## src/rtl/spim_pkg.sv

```systemverilog
package spim_pkg;

    localparam int BUS_W    = 32;
    localparam int WORD_MAX = 16;
    localparam int WORD_MIN = 8;
    localparam int HALF_W   = 4;
    localparam int CNT_W    = $clog2(WORD_MAX);
    localparam int PRE_W    = 5;

    localparam int OFF_CTRL  = 'h00;
    localparam int OFF_CFG   = 'h04;
    localparam int OFF_TX    = 'h08;
    localparam int OFF_RX    = 'h0C;
    localparam int OFF_CAUSE = 'h10;

    localparam int CFG_WIDE_BIT  = 5;
    localparam int CFG_TWEAK_BIT = 14;

    typedef struct packed {
        logic             tweak;
        logic             wide;
        logic [PRE_W-1:0] presc;
    } cfg_t;

    // Half-period length in system cycles; bad fields fall back to 2.
    function automatic logic [HALF_W-1:0] eff_half(input logic [PRE_W-1:0] f);
        if (!f[PRE_W-1] || f[HALF_W-1:0] < HALF_W'(2))
            return HALF_W'(2);
        return f[HALF_W-1:0];
    endfunction

endpackage

```

## src/rtl/spim_regs.sv

```systemverilog
module spim_regs
    import spim_pkg::*;
#(
    parameter int ADDR_W = 5
) (
    input  logic                clk,
    input  logic                rst,
    input  logic                bus_en,
    input  logic                bus_we,
    input  logic [ADDR_W-1:0]   bus_addr,
    input  logic [BUS_W-1:0]    bus_wdata,
    output logic [BUS_W-1:0]    bus_rdata,
    input  logic                done,
    input  logic [WORD_MAX-1:0] rx_word,
    output logic                cs_on,
    output cfg_t                cfg,
    output logic                tx_wr,
    output logic [WORD_MAX-1:0] tx_word
);

    logic wr;
    logic sel_ctrl, sel_cfg, sel_tx, sel_rx, sel_cause;
    logic cause_q;
    logic [WORD_MAX-1:0] rx_q;

    always_comb begin
        sel_ctrl  = (bus_addr == ADDR_W'(OFF_CTRL));
        sel_cfg   = (bus_addr == ADDR_W'(OFF_CFG));
        sel_tx    = (bus_addr == ADDR_W'(OFF_TX));
        sel_rx    = (bus_addr == ADDR_W'(OFF_RX));
        sel_cause = (bus_addr == ADDR_W'(OFF_CAUSE));
        wr        = bus_en & bus_we;
        tx_wr     = wr & sel_tx;
        tx_word   = bus_wdata[WORD_MAX-1:0];
    end

    always_ff @(posedge clk) begin
        if (rst) begin
            cs_on   <= 1'b0;
            cfg     <= '0;
            cause_q <= 1'b0;
            rx_q    <= '0;
        end else begin
            if (wr && sel_ctrl)
                cs_on <= bus_wdata[0];
            if (wr && sel_cfg) begin
                cfg.tweak <= bus_wdata[CFG_TWEAK_BIT];
                cfg.wide  <= bus_wdata[CFG_WIDE_BIT];
                cfg.presc <= bus_wdata[PRE_W-1:0];
            end
            if (done) begin
                cause_q <= 1'b1;
                rx_q    <= rx_word;
            end else if (wr && sel_cause && bus_wdata == '0) begin
                cause_q <= 1'b0;
            end
        end
    end

    always_comb begin
        bus_rdata = '0;
        if (bus_en && !bus_we) begin
            if (sel_ctrl)
                bus_rdata[0] = cs_on;
            else if (sel_cfg) begin
                bus_rdata[CFG_TWEAK_BIT] = cfg.tweak;
                bus_rdata[CFG_WIDE_BIT]  = cfg.wide;
                bus_rdata[PRE_W-1:0]     = cfg.presc;
            end else if (sel_rx)
                bus_rdata[WORD_MAX-1:0] = rx_q;
            else if (sel_cause)
                bus_rdata[0] = cause_q;
        end
    end

    // completion raises the flag on the next cycle
    a_r6_done_sets_cause: assert property (@(posedge clk) disable iff (rst)
        done |=> cause_q);

    // a zero write with no completion pending clears the flag
    a_r6_zero_clears: assert property (@(posedge clk) disable iff (rst)
        (wr && sel_cause && bus_wdata == '0 && !done) |=> !cause_q);

    // receive register captures the shifter word at completion
    a_r7_rx_capture: assert property (@(posedge clk) disable iff (rst)
        done |=> (rx_q == $past(rx_word)));

endmodule

```

## src/rtl/spim_clkdiv.sv

```systemverilog
module spim_clkdiv
    import spim_pkg::*;
(
    input  logic             clk,
    input  logic             rst,
    input  logic             go,
    input  logic             run,
    input  logic [PRE_W-1:0] presc,
    output logic             tick
);

    logic [HALF_W-1:0] half_q;
    logic [HALF_W-1:0] cnt_q;

    always_comb tick = run && (cnt_q == half_q - HALF_W'(1));

    always_ff @(posedge clk) begin
        if (rst) begin
            half_q <= HALF_W'(2);
            cnt_q  <= '0;
        end else if (go) begin
            half_q <= eff_half(presc);
            cnt_q  <= '0;
        end else if (run) begin
            cnt_q <= tick ? '0 : cnt_q + HALF_W'(1);
        end
    end

    // half period is at least two cycles, so ticks never touch
    a_r5_tick_spacing: assert property (@(posedge clk) disable iff (rst)
        tick |=> !tick);

    // counter stays inside the latched half period
    a_r4_cnt_bound: assert property (@(posedge clk) disable iff (rst)
        run |-> (cnt_q < half_q));

endmodule

```

## src/rtl/spim_shift.sv

```systemverilog
module spim_shift
    import spim_pkg::*;
(
    input  logic                clk,
    input  logic                rst,
    input  logic                go,
    input  logic                wide_in,
    input  logic [WORD_MAX-1:0] tx_word,
    input  logic                tick,
    input  logic                miso,
    output logic                busy,
    output logic                sclk,
    output logic                mosi,
    output logic                done,
    output logic [WORD_MAX-1:0] rx_word
);

    localparam int PAD = WORD_MAX - WORD_MIN;

    logic                wide_q;
    logic [WORD_MAX-1:0] sh_tx;
    logic [WORD_MAX-1:0] sh_rx;
    logic [CNT_W-1:0]    bitcnt;
    logic                last;

    always_comb begin
        last    = (bitcnt == (wide_q ? CNT_W'(WORD_MAX-1) : CNT_W'(WORD_MIN-1)));
        done    = busy && tick && sclk && last;
        mosi    = busy && sh_tx[WORD_MAX-1];
        rx_word = wide_q ? sh_rx : {{PAD{1'b0}}, sh_rx[WORD_MIN-1:0]};
    end

    always_ff @(posedge clk) begin
        if (rst) begin
            busy   <= 1'b0;
            sclk   <= 1'b0;
            wide_q <= 1'b0;
            sh_tx  <= '0;
            sh_rx  <= '0;
            bitcnt <= '0;
        end else if (go) begin
            busy   <= 1'b1;
            sclk   <= 1'b0;
            wide_q <= wide_in;
            sh_tx  <= wide_in ? tx_word : {tx_word[WORD_MIN-1:0], {PAD{1'b0}}};
            sh_rx  <= '0;
            bitcnt <= '0;
        end else if (busy && tick) begin
            if (!sclk) begin
                sclk  <= 1'b1;
                sh_rx <= {sh_rx[WORD_MAX-2:0], miso};
            end else begin
                sclk   <= 1'b0;
                sh_tx  <= {sh_tx[WORD_MAX-2:0], 1'b0};
                bitcnt <= bitcnt + CNT_W'(1);
                if (last)
                    busy <= 1'b0;
            end
        end
    end

    // clock and data rest low between words
    a_r8_idle_low: assert property (@(posedge clk) disable iff (rst)
        !busy |-> (!sclk && !mosi));

    // MOSI only moves when the clock falls or a word starts
    a_r8_mosi_on_fall: assert property (@(posedge clk) disable iff (rst)
        (busy && !go && !$past(go) && $past(busy) && !$fell(sclk)) |-> $stable(mosi));

    // without a tick, bit progress holds while busy
    a_r9_no_restart: assert property (@(posedge clk) disable iff (rst)
        (busy && !tick) |=> $stable(bitcnt));

endmodule

```

## src/rtl/spim_ctrl.sv

```systemverilog
module spim_ctrl
    import spim_pkg::*;
#(
    parameter int ADDR_W = 5
) (
    input  logic              clk,
    input  logic              rst,
    input  logic              bus_en,
    input  logic              bus_we,
    input  logic [ADDR_W-1:0] bus_addr,
    input  logic [31:0]       bus_wdata,
    output logic [31:0]       bus_rdata,
    output logic              spi_sclk,
    output logic              spi_mosi,
    input  logic              spi_miso,
    output logic              spi_csn
);

    logic                cs_on;
    cfg_t                cfg;
    logic                tx_wr;
    logic [WORD_MAX-1:0] tx_word;
    logic                go;
    logic                busy;
    logic                tick;
    logic                done;
    logic [WORD_MAX-1:0] rx_word;

    always_comb begin
        go      = tx_wr && !busy;
        spi_csn = !cs_on;
    end

    spim_regs #(.ADDR_W(ADDR_W)) u_regs (
        .clk       (clk),
        .rst       (rst),
        .bus_en    (bus_en),
        .bus_we    (bus_we),
        .bus_addr  (bus_addr),
        .bus_wdata (bus_wdata),
        .bus_rdata (bus_rdata),
        .done      (done),
        .rx_word   (rx_word),
        .cs_on     (cs_on),
        .cfg       (cfg),
        .tx_wr     (tx_wr),
        .tx_word   (tx_word)
    );

    spim_clkdiv u_div (
        .clk   (clk),
        .rst   (rst),
        .go    (go),
        .run   (busy),
        .presc (cfg.presc),
        .tick  (tick)
    );

    spim_shift u_shift (
        .clk     (clk),
        .rst     (rst),
        .go      (go),
        .wide_in (cfg.wide),
        .tx_word (tx_word),
        .tick    (tick),
        .miso    (spi_miso),
        .busy    (busy),
        .sclk    (spi_sclk),
        .mosi    (spi_mosi),
        .done    (done),
        .rx_word (rx_word)
    );

    // a control write sets the chip select on the next cycle
    a_r2_cs_follows: assert property (@(posedge clk) disable iff (rst)
        (bus_en && bus_we && bus_addr == ADDR_W'(OFF_CTRL)) |=> (spi_csn == !$past(bus_wdata[0])));

    // a transmit write during a transfer keeps the transfer running
    a_r9_busy_ignore: assert property (@(posedge clk) disable iff (rst)
        (tx_wr && busy && !done) |=> busy);

endmodule

```

## config.mk

```make
export PLATFORM = sky130hd
export DESIGN_NAME = spim_ctrl
export DESIGN_NICKNAME = d
export VERILOG_FILES = /design/src/rtl/spim_pkg.sv /design/src/rtl/spim_regs.sv /design/src/rtl/spim_clkdiv.sv /design/src/rtl/spim_shift.sv /design/src/rtl/spim_ctrl.sv
export SDC_FILE = /design/constraint.sdc
export NUM_CORES = 1
export LEC_CHECK = 0
export ABC_AREA = 0
export BUFFER_PORTS_ARGS = -buffer_cell sky130_fd_sc_hd__buf_2
export CORE_ASPECT_RATIO = 1.4
export CORE_MARGIN = 1
export CORE_UTILIZATION = 55
export CTS_CLUSTER_SIZE = 12
export DETAILED_ROUTE_END_ITERATION = 10
export PLACE_DENSITY = 0.8
export SYNTH_ARGS = -nofsm -noshare
export SYNTH_HDL_FRONTEND = slang
export SYNTH_SLANG_ARGS = --single-unit
```

## constraint.sdc

```tcl
create_clock -name clk -period 2.7 [get_ports clk]
set_input_delay 0.54 -clock clk [delete_from_list [all_inputs] [get_ports clk]]
set_output_delay 0.54 -clock clk [all_outputs]
set_load 0.05 [all_outputs]
```

==> impl_metrics.tcl <==
set metrics [dict create \
    numPortBuffers 60 \
    place_hpwl_mm 6.71 \
    outcome "finished, final reports clean" \
    crit_chain "buf_2 -> nor2_1 -> and3_1 -> a22oi_1 -> nor2_1 -> buf_2" \
    ys.flop_type "dfxtp_1" \
    dieHeight_um 101 \
    place.gp.congestion 0.888 \
    post_cts_buffers 0 \
    finalCriticalPeriod_ps 2470 \
    post-route-period-util_pct 91.4 \
    powerDensity_nw_per_um2 488 \
    holdBufCountCts 0 \
    avgSynthCellArea_um2 8.98 \
    cts_tree "built" \
    slew-limit-headroom_pct 39.8 \
    viasPerCell 6.15 \
    insertion_delay_ps 350 \
    ys_seq_elements 72 \
    drv_cap 0 \
    fill_cells 577 \
    final.setup.tns_ps 0 \
    start_kind "primary input" \
    cts_sinks 72 \
    cts_resized 0 \
    grt_pass1_vias 3265 \
    drc 0 \
    setup_viol 0 \
    use_met3_pct 4.10 \
    critPathKind "in2out" \
    layout_commonest_cell "dfxtp_1" \
    p_leak_nw 1.60 \
    grt.met1_usage_pct 33.5 \
    antennaDiodeCount 0 \
    netlist_area_um2 3830 \
    clockBufferDepth 2 \
    start_util_pct 57.6 \
    gr-usage-all-layers_pct 27.6 \
    antenna_found_initial 0 \
    die_x_um 72.6 \
    report.final.slew_viol_count 0 \
    wirelength_mm 9.60 \
    irDropWorstVdd_mv 0.328 \
    synth_edf_count 0 \
    max_stage_delay_ps 490 \
    synth_seq_area_share_pct 37.6 \
    whs_ps 423 \
    cts-htree-levels 3 \
    drt_iter0_markers 259 \
    worst_slew_pin_slew_ps 898 \
    min_path_type "in2reg" \
    critPathRequiredTime_ps 2160 \
    syn2layout_area_growth_pct 11.9 \
    total_power_mw 2.09 \
    async_flop_share_pct 0 \
    hold_violations 0 \
    fin_nets 516 \
    drive_gt1_share_pct 21.0 \
    yosysUniqueCellTypes 47 \
    endpoint_kind "output pin" \
    use_met2_pct 46.9 \
    vias 3494 \
    root_buffer "clkbuf_8" \
    grt.overflow.total 0 \
    synth_warnings 0 \
    dieArea_um2 7310 \
    rsz0062_at_grt "no" \
    wl_per_cell_um 16.9 \
    grt_busiest_layer "met2" \
    path_clk_slew_ps 80 \
    io_pins 77 \
    finClkSkew_ps 11.3 \
    cts_buffers 9 \
    drtPass1Iterations 5 \
    grt_pass1_wl_mm 15.7 \
    rows 35 \
    critical_path.max_fanout 15 \
    drtAntennaViolNets 0 \
    arrival_ps 1930 \
    syn_inst 427 \
    final_cell_mix "72 x dfxtp_1, 60 x buf_2, 34 x mux2i_1" \
    grt_max_degree 40 \
    core_area_um2 6660 \
    fmax_mhz 405 \
    cp_slowest_cell "and3_1" \
]
-- critical path: cells and delay by family --
| family | cells | cell delay [ps] |
|---|---|---|
| and+or+nand+nor | 3 | 830 |
| buffers and inverters | 2 | 390 |
| AOI/OAI and AO/OA | 1 | 160 |
-- flip-flops by register name, summed over array words and instances (netlist names) --
signal	count
u_regs.cause_q	1
u_shift.bitcnt	4
u_shift.wide_q	1
u_shift.sh_tx	16
u_shift.sh_rx	16
u_regs.cs_on	1
u_shift.sclk	1
u_div.half_q	4
u_div.cnt_q	4
u_regs.rx_q	16
u_regs.cfg	7
u_shift.busy	1
-- routing by layer --
metal	share of wire, %	vias to the layer above
met3	4.8	28
met4	3.0	0
met1	41	1692
li1	-	1646
met2	51	128
met5	0	-
-- kinds of logic (layout without fill, tap and decap cells) --
group           Yosys count  in the layout  synth area share, %
other cells               1             16               0.0978
xor+xnor                  9              9                 3.23
flops                    72             72                 37.6
simple gates            154            154                 23.5
buf+inv                  60             94                 8.72
mux                      34             34                 8.88
fa+ha+maj                 3              3                0.980
compound gates           94             94                 16.9
-- Yosys cell counts, types with 2 or more instances --
cell	number	area, um2
buf_6	2	22.5
and3_1	12	75.1
nor2_1	19	71.3
nand3_1	9	45.0
nand4_1	29	181
nand2_1	27	101
and4_1	2	17.5
and2_1	2	12.5
a22oi_1	6	45.0
nor3_4	2	32.5
dfxtp_1	72	1440
nand3b_1	8	60.1
inv_1	5	18.8
a211oi_1	8	60.1
buf_1	3	11.3
nor2b_1	12	75.1
nor4_1	8	50.1
o31ai_1	28	210
o21bai_1	2	15.0
a311oi_1	15	131
a21oi_1	29	145
o211ai_1	2	15.0
xnor2_2	2	32.5
nor3_1	3	15.0
xor2_2	2	32.5
mux2i_1	34	340
clkbuf_1	19	71.3
nand2b_1	13	81.3
ha_1	3	37.5
buf_4	18	135
buf_2	12	60.1
nor3_2	2	20.0
xor2_1	3	26.3
-- per-stage QoR --
step                std cells  area, um2  utilization [%]  setup slack [ps]
finish                    568       4290             64.4               233
global route              568       4290             64.4              85.7
CTS                       568       4290             64.4               259
detailed placement        552       4090             61.4               263
global placement          552       4090             61.4               373
floorplan                 442       3890                -               126
-- where the power goes --
part / switching (mW) / internal (mW)
Clock: 0.447 / 0.432
Combinational: 0.108 / 0.0412
Sequential: 0.00214 / 1.06
-- final timing paths --
path	startpoint	end	slack [ps]	cells after the start
setup reg to reg	u_div.half_q[0]$_SDFFE_PP0N_	u_regs.rx_q[12]$_SDFFE_PP0P_	340	6
hold reg to reg	u_shift.sh_rx[1]$_SDFFE_PP0P_	u_regs.rx_q[1]$_SDFFE_PP0P_	470	2
setup / recovery	bus_addr[1]	bus_rdata[4]	230	6
hold / removal	spi_miso	u_shift.sh_rx[0]$_SDFFE_PP0P_	420	3
-- layout make-up --
type,count,area [um2],area share (%)
clock buffer,9,124,2.89
multi-input combinational,310,2110,49.3
sequential,72,1440,33.6
tap,92,115,2.68
inverter,5,18.8,0.438
timing repair buffer,73,398,9.28
clock inverter,7,77.6,1.81
(Power assumes the default switching activity.)
